### src/rtl/bcd_ctr_pkg.sv
package bcd_ctr_pkg;

    localparam int DIGIT_TOP = 9;
    localparam int DIGIT_W   = $clog2(DIGIT_TOP + 1);

    typedef logic [DIGIT_W-1:0] digit_t;

    typedef enum logic {
        DIR_UP   = 1'b0,
        DIR_DOWN = 1'b1
    } dir_e;

    // Active-high view of the control pins
    typedef struct packed {
        logic   load;
        logic   step;
        dir_e   dir;
        digit_t data;
    } ctl_t;

    // Upward step; anything at or above the top returns to zero
    function automatic digit_t step_up(digit_t d);
        return (d >= digit_t'(DIGIT_TOP)) ? '0 : d + digit_t'(1);
    endfunction

    // Downward step; zero and any illegal code return to the top
    function automatic digit_t step_down(digit_t d);
        return (d == '0 || d > digit_t'(DIGIT_TOP)) ? digit_t'(DIGIT_TOP)
                                                    : d - digit_t'(1);
    endfunction

endpackage

### src/rtl/bcd_ctl_decode.sv
module bcd_ctl_decode
    import bcd_ctr_pkg::*;
(
    input  logic   load_n,
    input  digit_t load_val,
    input  logic   cnt_en_n,
    input  logic   dir_down,
    output ctl_t   ctl
);
    always_comb begin
        ctl.load = ~load_n;
        ctl.step = ~cnt_en_n;
        ctl.dir  = dir_down ? DIR_DOWN : DIR_UP;
        ctl.data = load_val;
    end
endmodule

### src/rtl/bcd_next.sv
module bcd_next
    import bcd_ctr_pkg::*;
(
    input  ctl_t   ctl,
    input  digit_t cur,
    output digit_t nxt
);
    always_comb begin
        if (ctl.load)
            nxt = ctl.data;
        else if (ctl.step)
            nxt = (ctl.dir == DIR_DOWN) ? step_down(cur) : step_up(cur);
        else
            nxt = cur;
    end
endmodule

### src/rtl/bcd_term_gate.sv
module bcd_term_gate
    import bcd_ctr_pkg::*;
(
    input  logic   clk,
    input  ctl_t   ctl,
    input  digit_t cur,
    output logic   at_limit,
    output logic   ripple_n
);
    always_comb begin
        if (ctl.dir == DIR_DOWN)
            at_limit = (cur == '0);
        else
            at_limit = (cur == digit_t'(DIGIT_TOP));
        ripple_n = ~(ctl.step & at_limit & ~clk);
    end
endmodule

### src/rtl/bcd_updown_ctr.sv
module bcd_updown_ctr
    import bcd_ctr_pkg::*;
(
    input  logic               clk,
    input  logic               rst,
    input  logic               load_n,
    input  logic [DIGIT_W-1:0] load_val,
    input  logic               cnt_en_n,
    input  logic               dir_down,
    output logic [DIGIT_W-1:0] count,
    output logic               max_min,
    output logic               ripple_n
);
    ctl_t   ctl;
    digit_t cur_q;
    digit_t nxt;

    bcd_ctl_decode u_decode (
        .load_n   (load_n),
        .load_val (load_val),
        .cnt_en_n (cnt_en_n),
        .dir_down (dir_down),
        .ctl      (ctl)
    );

    bcd_next u_next (
        .ctl (ctl),
        .cur (cur_q),
        .nxt (nxt)
    );

    bcd_term_gate u_term (
        .clk      (clk),
        .ctl      (ctl),
        .cur      (cur_q),
        .at_limit (max_min),
        .ripple_n (ripple_n)
    );

    always_ff @(posedge clk) begin
        if (rst) cur_q <= '0;
        else     cur_q <= nxt;
    end

    assign count = cur_q;

    AST_UP_STEP: assert property (@(posedge clk) disable iff (rst)
        (load_n && !cnt_en_n && !dir_down && count < digit_t'(DIGIT_TOP))
        |=> count == $past(count) + digit_t'(1));

    AST_UP_WRAP: assert property (@(posedge clk) disable iff (rst)
        (load_n && !cnt_en_n && !dir_down && count == digit_t'(DIGIT_TOP))
        |=> count == '0);

    AST_DOWN_STEP: assert property (@(posedge clk) disable iff (rst)
        (load_n && !cnt_en_n && dir_down && count != '0 && count <= digit_t'(DIGIT_TOP))
        |=> count == $past(count) - digit_t'(1));

    AST_DOWN_WRAP: assert property (@(posedge clk) disable iff (rst)
        (load_n && !cnt_en_n && dir_down && count == '0)
        |=> count == digit_t'(DIGIT_TOP));

    AST_HOLD_IDLE: assert property (@(posedge clk) disable iff (rst)
        (load_n && cnt_en_n) |=> $stable(count));

    AST_LOAD_WINS: assert property (@(posedge clk) disable iff (rst)
        !load_n |=> count == $past(load_val));

    AST_ILLEGAL_RECOVER: assert property (@(posedge clk) disable iff (rst)
        (load_n && !cnt_en_n && count > digit_t'(DIGIT_TOP))
        |=> count == (dir_down ? digit_t'(DIGIT_TOP) : '0) || $past(dir_down) != dir_down
            ? count == ($past(dir_down) ? digit_t'(DIGIT_TOP) : '0) : 1'b0);

    AST_STAY_LEGAL: assert property (@(posedge clk) disable iff (rst)
        (load_n && count <= digit_t'(DIGIT_TOP)) |=> count <= digit_t'(DIGIT_TOP));
endmodule

### config.mk
export PLATFORM = sky130hd
export DESIGN_NAME = bcd_updown_ctr
export DESIGN_NICKNAME = d
export VERILOG_FILES = /design/src/rtl/bcd_ctr_pkg.sv /design/src/rtl/bcd_ctl_decode.sv /design/src/rtl/bcd_next.sv /design/src/rtl/bcd_term_gate.sv /design/src/rtl/bcd_updown_ctr.sv
export SDC_FILE = /design/constraint.sdc
export NUM_CORES = 1
export LEC_CHECK = 0
export BUFFER_PORTS_ARGS = -buffer_cell sky130_fd_sc_hd__buf_2
export CAP_MARGIN = 10
export CORE_UTILIZATION = 35
export CTS_CLUSTER_SIZE = 8
export DETAILED_ROUTE_END_ITERATION = 7
export PLACE_DENSITY = 0.58
export SKIP_CTS_REPAIR_TIMING = 1
export SYNTH_ARGS = -nofsm -noshare
export SYNTH_HDL_FRONTEND = slang
export SYNTH_SLANG_ARGS = --single-unit
### constraint.sdc
create_clock -name clk -period 1.81 [get_ports clk]
set_input_delay 0.362 -clock clk [delete_from_list [all_inputs] [get_ports clk]]
set_output_delay 0.362 -clock clk [all_outputs]
set_load 0.01 [all_outputs]
==> impl_metrics.py <==
metrics = {
    "status": {
        "outcome": "finished, final reports clean",
    },
    "placed_design": {
        "dpl.hpwl_um": 866,
        "io_buffers": 14,
        "gp_congestion": 0.849,
        "pre_cts_ws_ns": 0.111,
        "dp_cells": 85,
    },
    "global_routing": {
        "grt_max_degree": 11,
        "gr-max-usage-layer": "met2",
        "grtUsageMet1": 0.267,
        "antenna_found_initial": 0,
        "gr-usage-all-layers": 0.228,
        "use_met2": 0.300,
        "met3_usage": 0.133,
        "first_global_vias": 490,
        "grt_pass1_wl_um": 2140,
        "grt_overflow_total": 0,
    },
    "synth": {
        "yosysSeqAreaShare": 0.169,
        "synth-seq-cells": 4,
        "ys_warn_count": 0,
        "synth_enable_flop_cells": 0,
        "yosys.area.top_type_share": 0.169,
        "netlist_instances": 60,
        "yosysTopAreaCell": "dfxtp_1",
        "yosys-top-cells-area": "dfxtp_1 17%, ha_1 7.9%, nor2b_1 5.3%, buf_6 4.7%, inv_1 4.7%",
        "synth.top_cells.by_count": "6 x inv_1, 5 x nand2_1, 4 x dfxtp_1, 4 x nor2_1, 4 x nor2b_1",
        "avgSynthCellArea_sq_um": 7.90,
        "netlist_area_sq_um": 474,
        "synth_async_sr_flop_share": 0,
        "synth_flop_cell": "dfxtp_1",
        "syn-num-nets": 72,
        "yosysMostFrequentCell": "inv_1",
        "yosysUniqueCellTypes": 32,
    },
    "floorplanning": {
        "die_h_um": 38.8,
        "placeableCoreArea_sq_um": 1190,
        "die_area_sq_um": 1510,
        "row_count": 12,
        "num_io_pins": 15,
        "start_util": 0.400,
        "die_x_um": 38.8,
    },
    "worst_setup_path": {
        "critPathCaptureType": "output pin",
        "reg2reg_from": "count[1]$_SDFFE_PP0P_",
        "critical_path_class": "clk -> out",
        "cp-start-kind": "clock port",
        "crit_fanout": 2,
        "startpoint": "clk",
        "crit_arrival_ns": 1.40,
        "r2r_setup_slack_ns": 0.23,
        "worst_ep_required_time_ns": 1.45,
    },
    "power_and_ir_drop": {
        "p_int_mw": 0.333,
        "p_comb_frac": 0.321,
        "p_seq_frac": 0.221,
        "p_switching_mw": 0.172,
        "netSwitchingFraction": 0.341,
        "p_clk_frac": 0.457,
        "cellLeakagePower_nw": 0.297,
        "p_per_area_nw_per_um2": 750,
        "irDropWorstVdd_uv": 503,
    },
    "cells_and_area": {
        "fill_cells": 110,
        "areaGrowthSynthToFinish_pct": 42.0,
        "fin_util": 0.568,
        "regMostFlops": "count",
        "reg.largest.list": "count x4",
        "drive_gt1_frac": 0.488,
        "fin_nets": 96,
        "final_cells": 96,
        "diodes": 0,
        "largest_register_ffs": 4,
    },
    "worst_hold_path": {
        "min_from": "rst",
        "hold_path_class": "in -> reg",
    },
    "route": {
        "route.detailed.drc": 0,
        "routedWlPerCell_um": 14.1,
        "via_per_inst": 5.86,
        "drt_iter0_drc": 14,
        "vias": 563,
        "first_pass_iters": 4,
        "drt_wl_total_um": 1350,
        "ant_nets": 0,
    },
    "sta": {
        "finalMaxSlewViolations": 0,
        "hold_viol": 0,
        "worst_pin_slew_ns": 0.315,
        "tns_ns": 0,
        "max_slew_margin": 0.789,
        "setup_viol": 0,
        "setup_slack_ns": 0.0477,
        "finalClockSkew_ns": 0.00916,
    },
    "cts": {
        "clkLatencyLatePin_ns": 0.36,
        "clk_pin_slew_ns": 0.04,
        "cts_tree": "built",
    },
    "flow_run": {
        "maxCapViolCount": 0,
    },
}
## layout by cell type (no fill, tap or decap), types with 2 or more instances in the layout
| cell | n |
|---|---|
| and2b_1 | 2 |
| a21oi_1 | 2 |
| nor2_1 | 3 |
| ha_4 | 2 |
| o31ai_1 | 2 |
| clkbuf_4 | 6 |
| dfxtp_4 | 2 |
| buf_2 | 14 |
| buf_4 | 7 |
| nor2b_1 | 3 |
| a31oi_1 | 3 |
| dfxtp_1 | 2 |
| o21ai_0 | 3 |
| inv_1 | 4 |
| nand2_1 | 5 |
## layer usage
| layer | up-vias | share of wire |
|---|---|---|
| li1 | 272 | - |
| met1 | 266 | 0.45 |
| met2 | 23 | 0.48 |
| met3 | 2 | 0.047 |
| met4 | 0 | 0.016 |
| met5 | - | 0 |
## power groups by stage
stage | Clock [mW] | Combinational, mW | Sequential [mW]
floorplan | 0.00761 | 0.0955 | 0.111
global placement | 0.00982 | 0.128 | 0.111
detailed placement | 0.00982 | 0.128 | 0.111
CTS | 0.229 | 0.129 | 0.110
global route | 0.246 | 0.181 | 0.113
finish | 0.231 | 0.162 | 0.112
## worst paths after layout
check | endpoint | depth (start not counted)
worst min register to register | count[0]$_SDFFE_PP0P_ | 2
worst max-delay path | ripple_n | 5
worst min-delay path | count[1]$_SDFFE_PP0P_ | 2
worst max register to register | count[1]$_SDFFE_PP0P_ | 7
## final cells by class
cell class,count,area [sq um],share of cell area
repair buffers,20,118,0.175
multi-input cells,45,375,0.558
clock buffers,7,50.0,0.0743
inverters,6,25.0,0.0372
well taps,14,17.5,0.0260
flip-flops and latches,4,87.6,0.130
## logic make-up after synthesis
group	Yosys count	synth area share
AOI/OAI and AO/OA	21	0.367
and+or+nand+nor	20	0.240
buffers and inverters	11	0.124
DFF	4	0.169
adders and majority gates	3	0.0792
muxes	1	0.0211
## worst max-delay path, cell delays in order
cell	delay [ns]
clkbuf_4	0.11
clkbuf_4	0.13
nor2_2	0.07
nand2_1	0.05
buf_2	0.13
## stage by stage
stage                     hold slack, ns  power, mW  area, sq um
after detailed placement           0.534      0.248          541
after global routing               0.225      0.541          673
after global placement             0.534      0.249          541
after floorplan                    0.430      0.214          474
final                              0.213      0.505          673
after CTS                          0.220      0.467          586
Power figures use the tool's default switching activity.
